==> src/rtl/bmul_pkg.sv <==
package bmul_pkg;

  // Sequencer phases: one product cycle and three buffer update cycles per step.
  typedef enum logic [2:0] {
    PH_IDLE = 3'd0,
    PH_MUL  = 3'd1,
    PH_LO   = 3'd2,
    PH_HI   = 3'd3,
    PH_CY   = 3'd4
  } phase_e;

endpackage

==> src/rtl/bmul_ctrl.sv <==
module bmul_ctrl
  import bmul_pkg::*;
#(
  parameter int N_BYTES = 2,
  parameter int IDX_W   = 1,
  parameter int K_W     = 3
) (
  input  logic             clk,
  input  logic             rst_n,
  input  logic             start_i,
  output phase_e           phase_o,
  output logic [IDX_W-1:0] idx_a_o,
  output logic [IDX_W-1:0] idx_b_o,
  output logic [K_W-1:0]   off_k_o,
  output logic             accept_o,
  output logic             busy_o,
  output logic             done_o
);

  localparam logic [IDX_W-1:0] LAST_IDX = IDX_W'(N_BYTES - 1);

  phase_e           ph_q, ph_d;
  logic [IDX_W-1:0] ia_q, ia_d;
  logic [IDX_W-1:0] ib_q, ib_d;
  logic [K_W-1:0]   k_q, k_d;
  logic             done_q, done_d;
  logic             last_a, last_b;
  logic             accept;
  logic             idx_en;

  assign last_a = (ia_q == LAST_IDX);
  assign last_b = (ib_q == LAST_IDX);

  // Next-state logic
  always_comb begin
    ph_d   = ph_q;
    ia_d   = ia_q;
    ib_d   = ib_q;
    k_d    = k_q;
    done_d = 1'b0;
    accept = 1'b0;
    case (ph_q)
      PH_IDLE: begin
        if (start_i) begin
          ph_d   = PH_MUL;
          ia_d   = '0;
          ib_d   = '0;
          k_d    = '0;
          accept = 1'b1;
        end
      end
      PH_MUL: ph_d = PH_LO;
      PH_LO:  ph_d = PH_HI;
      PH_HI:  ph_d = PH_CY;
      PH_CY: begin
        // offset rises after every inner step, falls back once per inner loop
        k_d = k_q + K_W'(1) - (last_a ? K_W'(1) : K_W'(0));
        if (last_a) begin
          ia_d = '0;
          if (last_b) begin
            ph_d   = PH_IDLE;
            done_d = 1'b1;
          end else begin
            ib_d = ib_q + IDX_W'(1);
            ph_d = PH_MUL;
          end
        end else begin
          ia_d = ia_q + IDX_W'(1);
          ph_d = PH_MUL;
        end
      end
      default: ph_d = PH_IDLE;
    endcase
  end

  assign idx_en = accept || (ph_q == PH_CY);

  // State registers
  always_ff @(posedge clk or negedge rst_n) begin
    if (!rst_n) begin
      ph_q   <= PH_IDLE;
      done_q <= 1'b0;
    end else begin
      ph_q   <= ph_d;
      done_q <= done_d;
    end
  end

  always_ff @(posedge clk or negedge rst_n) begin
    if (!rst_n) begin
      ia_q <= '0;
      ib_q <= '0;
      k_q  <= '0;
    end else if (idx_en) begin
      ia_q <= ia_d;
      ib_q <= ib_d;
      k_q  <= k_d;
    end
  end

  assign phase_o  = ph_q;
  assign idx_a_o  = ia_q;
  assign idx_b_o  = ib_q;
  assign off_k_o  = k_q;
  assign accept_o = accept;
  assign busy_o   = (ph_q != PH_IDLE);
  assign done_o   = done_q;

endmodule

==> src/rtl/bmul_byte_mul.sv <==
module bmul_byte_mul #(
  parameter int BYTE_W = 8
) (
  input  logic                clk,
  input  logic                rst_n,
  input  logic                en_i,
  input  logic [BYTE_W-1:0]   a_i,
  input  logic [BYTE_W-1:0]   b_i,
  output logic [2*BYTE_W-1:0] prod_o
);

  localparam int PROD_W = 2 * BYTE_W;

  logic [PROD_W-1:0] prod_d, prod_q;

  always_comb begin
    prod_d = PROD_W'(a_i) * PROD_W'(b_i);
  end

  always_ff @(posedge clk or negedge rst_n) begin
    if (!rst_n) begin
      prod_q <= '0;
    end else if (en_i) begin
      prod_q <= prod_d;
    end
  end

  assign prod_o = prod_q;

endmodule

==> src/rtl/bmul_accum.sv <==
module bmul_accum
  import bmul_pkg::*;
#(
  parameter int BYTE_W    = 8,
  parameter int RES_BYTES = 4,
  parameter int K_W       = 3
) (
  input  logic                          clk,
  input  logic                          rst_n,
  input  logic                          clear_i,
  input  phase_e                        phase_i,
  input  logic [K_W-1:0]                k_i,
  input  logic [2*BYTE_W-1:0]           prod_i,
  output logic [RES_BYTES*BYTE_W-1:0]   result_o
);

  localparam int TGT_W = K_W + 1;

  logic [BYTE_W-1:0] buf_q [RES_BYTES];
  logic              cy_q, cy_d;
  logic [TGT_W-1:0]  tgt;
  logic [BYTE_W-1:0] rd_byte;
  logic [BYTE_W-1:0] addend;
  logic              cin;
  logic [BYTE_W:0]   sum;
  logic              acc_ph;

  assign acc_ph = (phase_i == PH_LO) || (phase_i == PH_HI) || (phase_i == PH_CY);

  // Target byte, addend and carry-in for the current update cycle
  always_comb begin
    tgt    = TGT_W'(k_i);
    addend = '0;
    cin    = 1'b0;
    case (phase_i)
      PH_LO: begin
        addend = prod_i[BYTE_W-1:0];
      end
      PH_HI: begin
        tgt    = TGT_W'(k_i) + TGT_W'(1);
        addend = prod_i[2*BYTE_W-1:BYTE_W];
        cin    = cy_q;
      end
      PH_CY: begin
        tgt = TGT_W'(k_i) + TGT_W'(2);
        cin = cy_q;
      end
      default: ;
    endcase
  end

  // Read port: a byte beyond the buffer reads as zero
  always_comb begin
    rd_byte = '0;
    for (int n = 0; n < RES_BYTES; n++) begin
      if (tgt == TGT_W'(n)) rd_byte = buf_q[n];
    end
  end

  assign sum = {1'b0, rd_byte} + {1'b0, addend} + {{BYTE_W{1'b0}}, cin};

  always_comb begin
    cy_d = cy_q;
    if (clear_i) begin
      cy_d = 1'b0;
    end else if (phase_i == PH_LO || phase_i == PH_HI) begin
      cy_d = sum[BYTE_W];
    end else if (phase_i == PH_CY) begin
      cy_d = 1'b0;
    end
  end

  always_ff @(posedge clk or negedge rst_n) begin
    if (!rst_n) begin
      cy_q <= 1'b0;
    end else begin
      cy_q <= cy_d;
    end
  end

  // One register per result byte, each with its own write enable
  for (genvar g = 0; g < RES_BYTES; g++) begin : g_byte
    logic              we;
    logic [BYTE_W-1:0] nxt;

    assign we  = clear_i || (acc_ph && (tgt == TGT_W'(g)));
    assign nxt = clear_i ? '0 : sum[BYTE_W-1:0];

    always_ff @(posedge clk or negedge rst_n) begin
      if (!rst_n) begin
        buf_q[g] <= '0;
      end else if (we) begin
        buf_q[g] <= nxt;
      end
    end

    assign result_o[g*BYTE_W +: BYTE_W] = buf_q[g];
  end

endmodule

==> src/rtl/bmul16_seq.sv <==
module bmul16_seq
  import bmul_pkg::*;
#(
  parameter int OP_W   = 16,
  parameter int BYTE_W = 8
) (
  input  logic              clk,
  input  logic              rst_n,
  input  logic              start_i,
  input  logic [OP_W-1:0]   op_a_i,
  input  logic [OP_W-1:0]   op_b_i,
  output logic [2*OP_W-1:0] result_o,
  output logic              done_o
);

  localparam int N_BYTES   = OP_W / BYTE_W;
  localparam int RES_BYTES = 2 * N_BYTES;
  localparam int IDX_W     = (N_BYTES > 1) ? $clog2(N_BYTES) : 1;
  localparam int K_W       = $clog2(RES_BYTES + 1);

  // Reset: asserted asynchronously, released after two clock edges
  logic [1:0] rs_q;
  logic       rst_sync_n;

  always_ff @(posedge clk or negedge rst_n) begin
    if (!rst_n) begin
      rs_q <= '0;
    end else begin
      rs_q <= {rs_q[0], 1'b1};
    end
  end

  assign rst_sync_n = rs_q[1];

  phase_e            phase;
  logic [IDX_W-1:0]  idx_a, idx_b;
  logic [K_W-1:0]    off_k;
  logic              accept;
  logic              busy;
  logic [OP_W-1:0]   op_a_q, op_b_q;
  logic [BYTE_W-1:0] a_byte, b_byte;
  logic [2*BYTE_W-1:0] prod;

  bmul_ctrl #(
    .N_BYTES(N_BYTES),
    .IDX_W  (IDX_W),
    .K_W    (K_W)
  ) u_ctrl (
    .clk     (clk),
    .rst_n   (rst_sync_n),
    .start_i (start_i),
    .phase_o (phase),
    .idx_a_o (idx_a),
    .idx_b_o (idx_b),
    .off_k_o (off_k),
    .accept_o(accept),
    .busy_o  (busy),
    .done_o  (done_o)
  );

  // Operand capture, enabled only by an accepted start
  always_ff @(posedge clk or negedge rst_sync_n) begin
    if (!rst_sync_n) begin
      op_a_q <= '0;
      op_b_q <= '0;
    end else if (accept) begin
      op_a_q <= op_a_i;
      op_b_q <= op_b_i;
    end
  end

  assign a_byte = op_a_q[idx_a*BYTE_W +: BYTE_W];
  assign b_byte = op_b_q[idx_b*BYTE_W +: BYTE_W];

  bmul_byte_mul #(
    .BYTE_W(BYTE_W)
  ) u_mul (
    .clk   (clk),
    .rst_n (rst_sync_n),
    .en_i  (phase == PH_MUL),
    .a_i   (a_byte),
    .b_i   (b_byte),
    .prod_o(prod)
  );

  bmul_accum #(
    .BYTE_W   (BYTE_W),
    .RES_BYTES(RES_BYTES),
    .K_W      (K_W)
  ) u_acc (
    .clk     (clk),
    .rst_n   (rst_sync_n),
    .clear_i (accept),
    .phase_i (phase),
    .k_i     (off_k),
    .prod_i  (prod),
    .result_o(result_o)
  );

endmodule

==> config.mk <==
export PLATFORM = sky130hd
export DESIGN_NAME = bmul16_seq
export DESIGN_NICKNAME = d
export VERILOG_FILES = /design/src/rtl/bmul_pkg.sv /design/src/rtl/bmul_ctrl.sv /design/src/rtl/bmul_byte_mul.sv /design/src/rtl/bmul_accum.sv /design/src/rtl/bmul16_seq.sv
export SDC_FILE = /design/constraint.sdc
export NUM_CORES = 1
export LEC_CHECK = 0
export ABC_AREA = 1
export ABC_CLOCK_PERIOD_IN_PS = 6950
export CORE_ASPECT_RATIO = 0.75
export CORE_MARGIN = 1
export CORE_UTILIZATION = 45
export CTS_CLUSTER_SIZE = 14
export DETAILED_ROUTE_END_ITERATION = 8
export PLACE_DENSITY = 0.71
export SYNTH_ARGS = -nofsm -noshare
export SYNTH_HDL_FRONTEND = slang
export SYNTH_SLANG_ARGS = --single-unit
export TNS_END_PERCENT = 100
==> constraint.sdc <==
create_clock -name clk -period 6.95 [get_ports clk]
set_input_delay 1.39 -clock clk [delete_from_list [all_inputs] [get_ports clk]]
set_output_delay 1.39 -clock clk [all_outputs]
set_load 0.005 [all_outputs]
==> metrics.md <==
| Metric | Value |
|---|---|
| Post-synth EDFFs | `0` |
| Hold Path Class | `flip-flop to asynchronous set/reset pin` |
| Finish-stage setup viols | `0` |
| Die W | `146 um` |
| Worst reg2reg setup slack | `1.90 ns` |
| DRT antenna net count | `0` |
| Avg Inst Size Synth | `7.66 um^2` |
| Post-CTS Setup Repair Bufs | `0` |
| 1st-iter DRT viols | `527` |
| Via count | `5994` |
| I/O Pins | `68` |
| Layout cells sized above 1 | `around 7.3%` |
| RSZ-0062 raised after global routing | `no` |
| Top-count cell post-synth | `nand2_1` |
| Slew Viols, Final | `0` |
| FF-to-FF path depth | `16` |
| Clock Latency Late Sink | `0.36 ns` |
| FMAX | `roughly 200 MHz` |
| Asr flop ratio synth | `100%` |
| Die area | `16000 um^2` |
| Post-DP HPWL | `around 13 mm` |
| DRT Pass-1 Iters | `5` |
| Fill count | `1382` |
| Reg-to-reg endpoint | `u_mul.prod_o[14]` |
| Final GP Congestion | `0.915` |
| Tightest Pin Transition | `1.11 ns` |
| Synth top area cells | `dfrtp_1 33%, nand2_1 16%, fa_1 11%` |
| Hold WS | `0.269 ns` |
| FF+latch count, synth | `a little over 90` |
| Status | `completed` |
| Grt ovf | `0` |
| CTS tree | `done` |
| Die height | `approximately 110 um` |
| Antenna violations before repair | `0` |
| Cell taking the most area after synthesis | `dfrtp_1` |
| CTS root buf | `clkbuf_16` |
| Core ar. | `14800 um^2` |
| Post-route setup TNS | `0 ns` |
| Multi-input gate area | `about 4100 um^2` |
| Crit-path max FO | `12` |
| Clock-pin slew on the worst setup and hold paths | `0.07 ns` |
| Cell count after synthesis | `909` |
| Relative slew slack | `approximately a quarter` |
| Reg2reg start | `u_ctrl.idx_a_o` |
| Tot GR Track Use | `22.6%` |
| Initial core utilization | `47.1%` |
| N_diodes | `0` |
| Area growth syn-to-layout | `16.0%` |
| Hold_buf cts | `0` |
| Crit share post-route | `72.6%` |
| Clock net sink count | `92` |
| H-tree depth | `3` |
| Clk_skew | `around 0.0099 ns` |
| Crit path launch type | `flip-flop` |
| WL/cell | `14.6 um` |
| Register area | `about 2300 um^2` |
| WS Path Type | `flip-flop to flip-flop` |
| Syn Nets | `1029` |
| Minimum clock period | `5.05 ns` |
| Synth cell count leaders | `292 x nand2_1, 113 x inv_1, 92 x dfrtp_1, 81 x nor2_1, 65 x nand3_1` |
| DRC Markers | `0` |
| Worst Path Required | `7.19 ns` |
| Final Hold Vio Count | `0` |
| First-pass GRT wire length | `28.3 mm` |
| Crit end category | `flip-flop` |
| Max-Cap Viols | `0` |
| Cts bufs inserted | `9` |
| CP arrival | `about 5.3 ns` |
| Post-cts repair resize count | `0` |
| Count of different cell masters after synthesis | `39` |
| Site Rows | `38` |
| Main flop type after synthesis | `dfrtp_1` |
| Synthesized area | `roughly 7000 um^2` |
| Clock tree buffer depth | `2` |
| Total Routed Length | `17.1 mm` |
| Register area share after synthesis | `33.1%` |
| Yosys top cell area share | `between 30% and 40%` |
| Vias in the first global route | `5526` |
| Ys Warns | `0` |
| Largest net degree at the start of global routing | `85` |
| Final #Nets | `1085` |
| Vias per Instance | `5.12` |
| Buffers on Ports | `67` |
-- worst max path at each step --
stage	start	end	slack [ns]	cells after the start
after floorplan	u_ctrl.idx_a_o	u_mul.prod_o[14]	2.33	18
after global placement	u_ctrl.idx_a_o	u_mul.prod_o[14]	1.98	18
after detailed placement	u_ctrl.idx_a_o	u_mul.prod_o[14]	1.91	18
after CTS	u_ctrl.idx_a_o	u_mul.prod_o[14]	1.89	18
after global routing	u_ctrl.idx_a_o	u_mul.prod_o[14]	1.52	19
final	u_ctrl.idx_a_o	u_mul.prod_o[14]	1.90	16
-- through the flow --
stage | util, % | instance area [um^2] | setup slack, ns | instances
6_report | 54.6 | 8080 | 1.90 | 1170
5_1_grt | 54.6 | 8080 | 1.52 | 1170
4_1_cts | 54.6 | 8080 | 1.89 | 1170
3_5_place_dp | 52.6 | 7780 | 1.91 | 1154
3_3_place_gp | 52.6 | 7780 | 1.98 | 1154
2_1_floorplan | - | 6960 | 2.33 | 909
-- cell families after synthesis --
group	after synthesis	share of synthesized area, %
other	1	0.0539
adder cells (fa/ha/maj)	85	19.4
AO/OA/AOI/OAI	76	6.20
buffers and inverters	143	8.16
XOR/XNOR	9	1.13
multiplexers	7	1.01
AND/OR/NAND/NOR	496	31.0
flip-flops	92	33.1
-- registers in the layout, indices dropped and copies added, names as in the netlist --
register and count:
op_b_q 16, u_ctrl.phase_o 3, u_mul.prod_o 16, u_ctrl.idx_a_o 1, op_a_q 16, rs_q 2, u_ctrl.idx_b_o 1, u_ctrl.off_k_o 3
u_acc.cy_q 1, u_ctrl.done_o 1, u_acc.result_o 32
-- cell type report --
| class | count | share of cell area, % |
|---|---|---|
| clock buffers | 9 | 2.79 |
| clock inverters | 7 | 0.852 |
| inverters | 119 | 5.53 |
| multi-input cells | 674 | 50.7 |
| flip-flops and latches | 92 | 28.5 |
| well taps | 200 | 3.10 |
| repair buffers | 69 | 8.49 |
-- per-layer routing --
layer / wire length [um] / GRT usage (%) / part of all wire [%] / vias up
met3: 1090 / 4.52 / 6.4 / 15
met1: 9060 / 35.2 / 53 / 2822
met4: 161 / 5.49 / 0.94 / 0
met2: 6750 / 31.8 / 40 / 194
li1: - / - / - / 2963
met5: 0 / 0 / 0 / -
-- layout by cell type, fill, tap and decap left out, types with 7 or more instances in the layout --
| cell type | instances |
|---|---|
| a21oi_1 | 18 |
| clkbuf_16 | 9 |
| clkdlybuf4s50_1 | 67 |
| dfrtp_1 | 91 |
| fa_1 | 38 |
| ha_1 | 47 |
| inv_1 | 113 |
| mux2i_1 | 7 |
| nand2_1 | 292 |
| nand2_2 | 8 |
| nand3_1 | 64 |
| nand4_1 | 16 |
| nor2_1 | 81 |
| o21ai_0 | 30 |
| o21ai_1 | 10 |
| or2_2 | 19 |
-- critical path, stage by stage, from the launching register on --
cell     delay (ns)
dfrtp_1        0.61
mux2i_1        0.74
or2_2          0.24
fa_1           0.44
fa_1           0.54
inv_1          0.05
fa_1           0.54
inv_1          0.06
fa_1           0.52
inv_1          0.04
ha_1           0.34
a21oi_1        0.24
nor2_1         0.08
o21ai_0        0.21
nand4_1        0.11
nand3_1        0.10
nand2_1        0.06
Power is not shown: default switching activity piles up to over one toggle a cycle in this logic, so the estimate is an artifact.
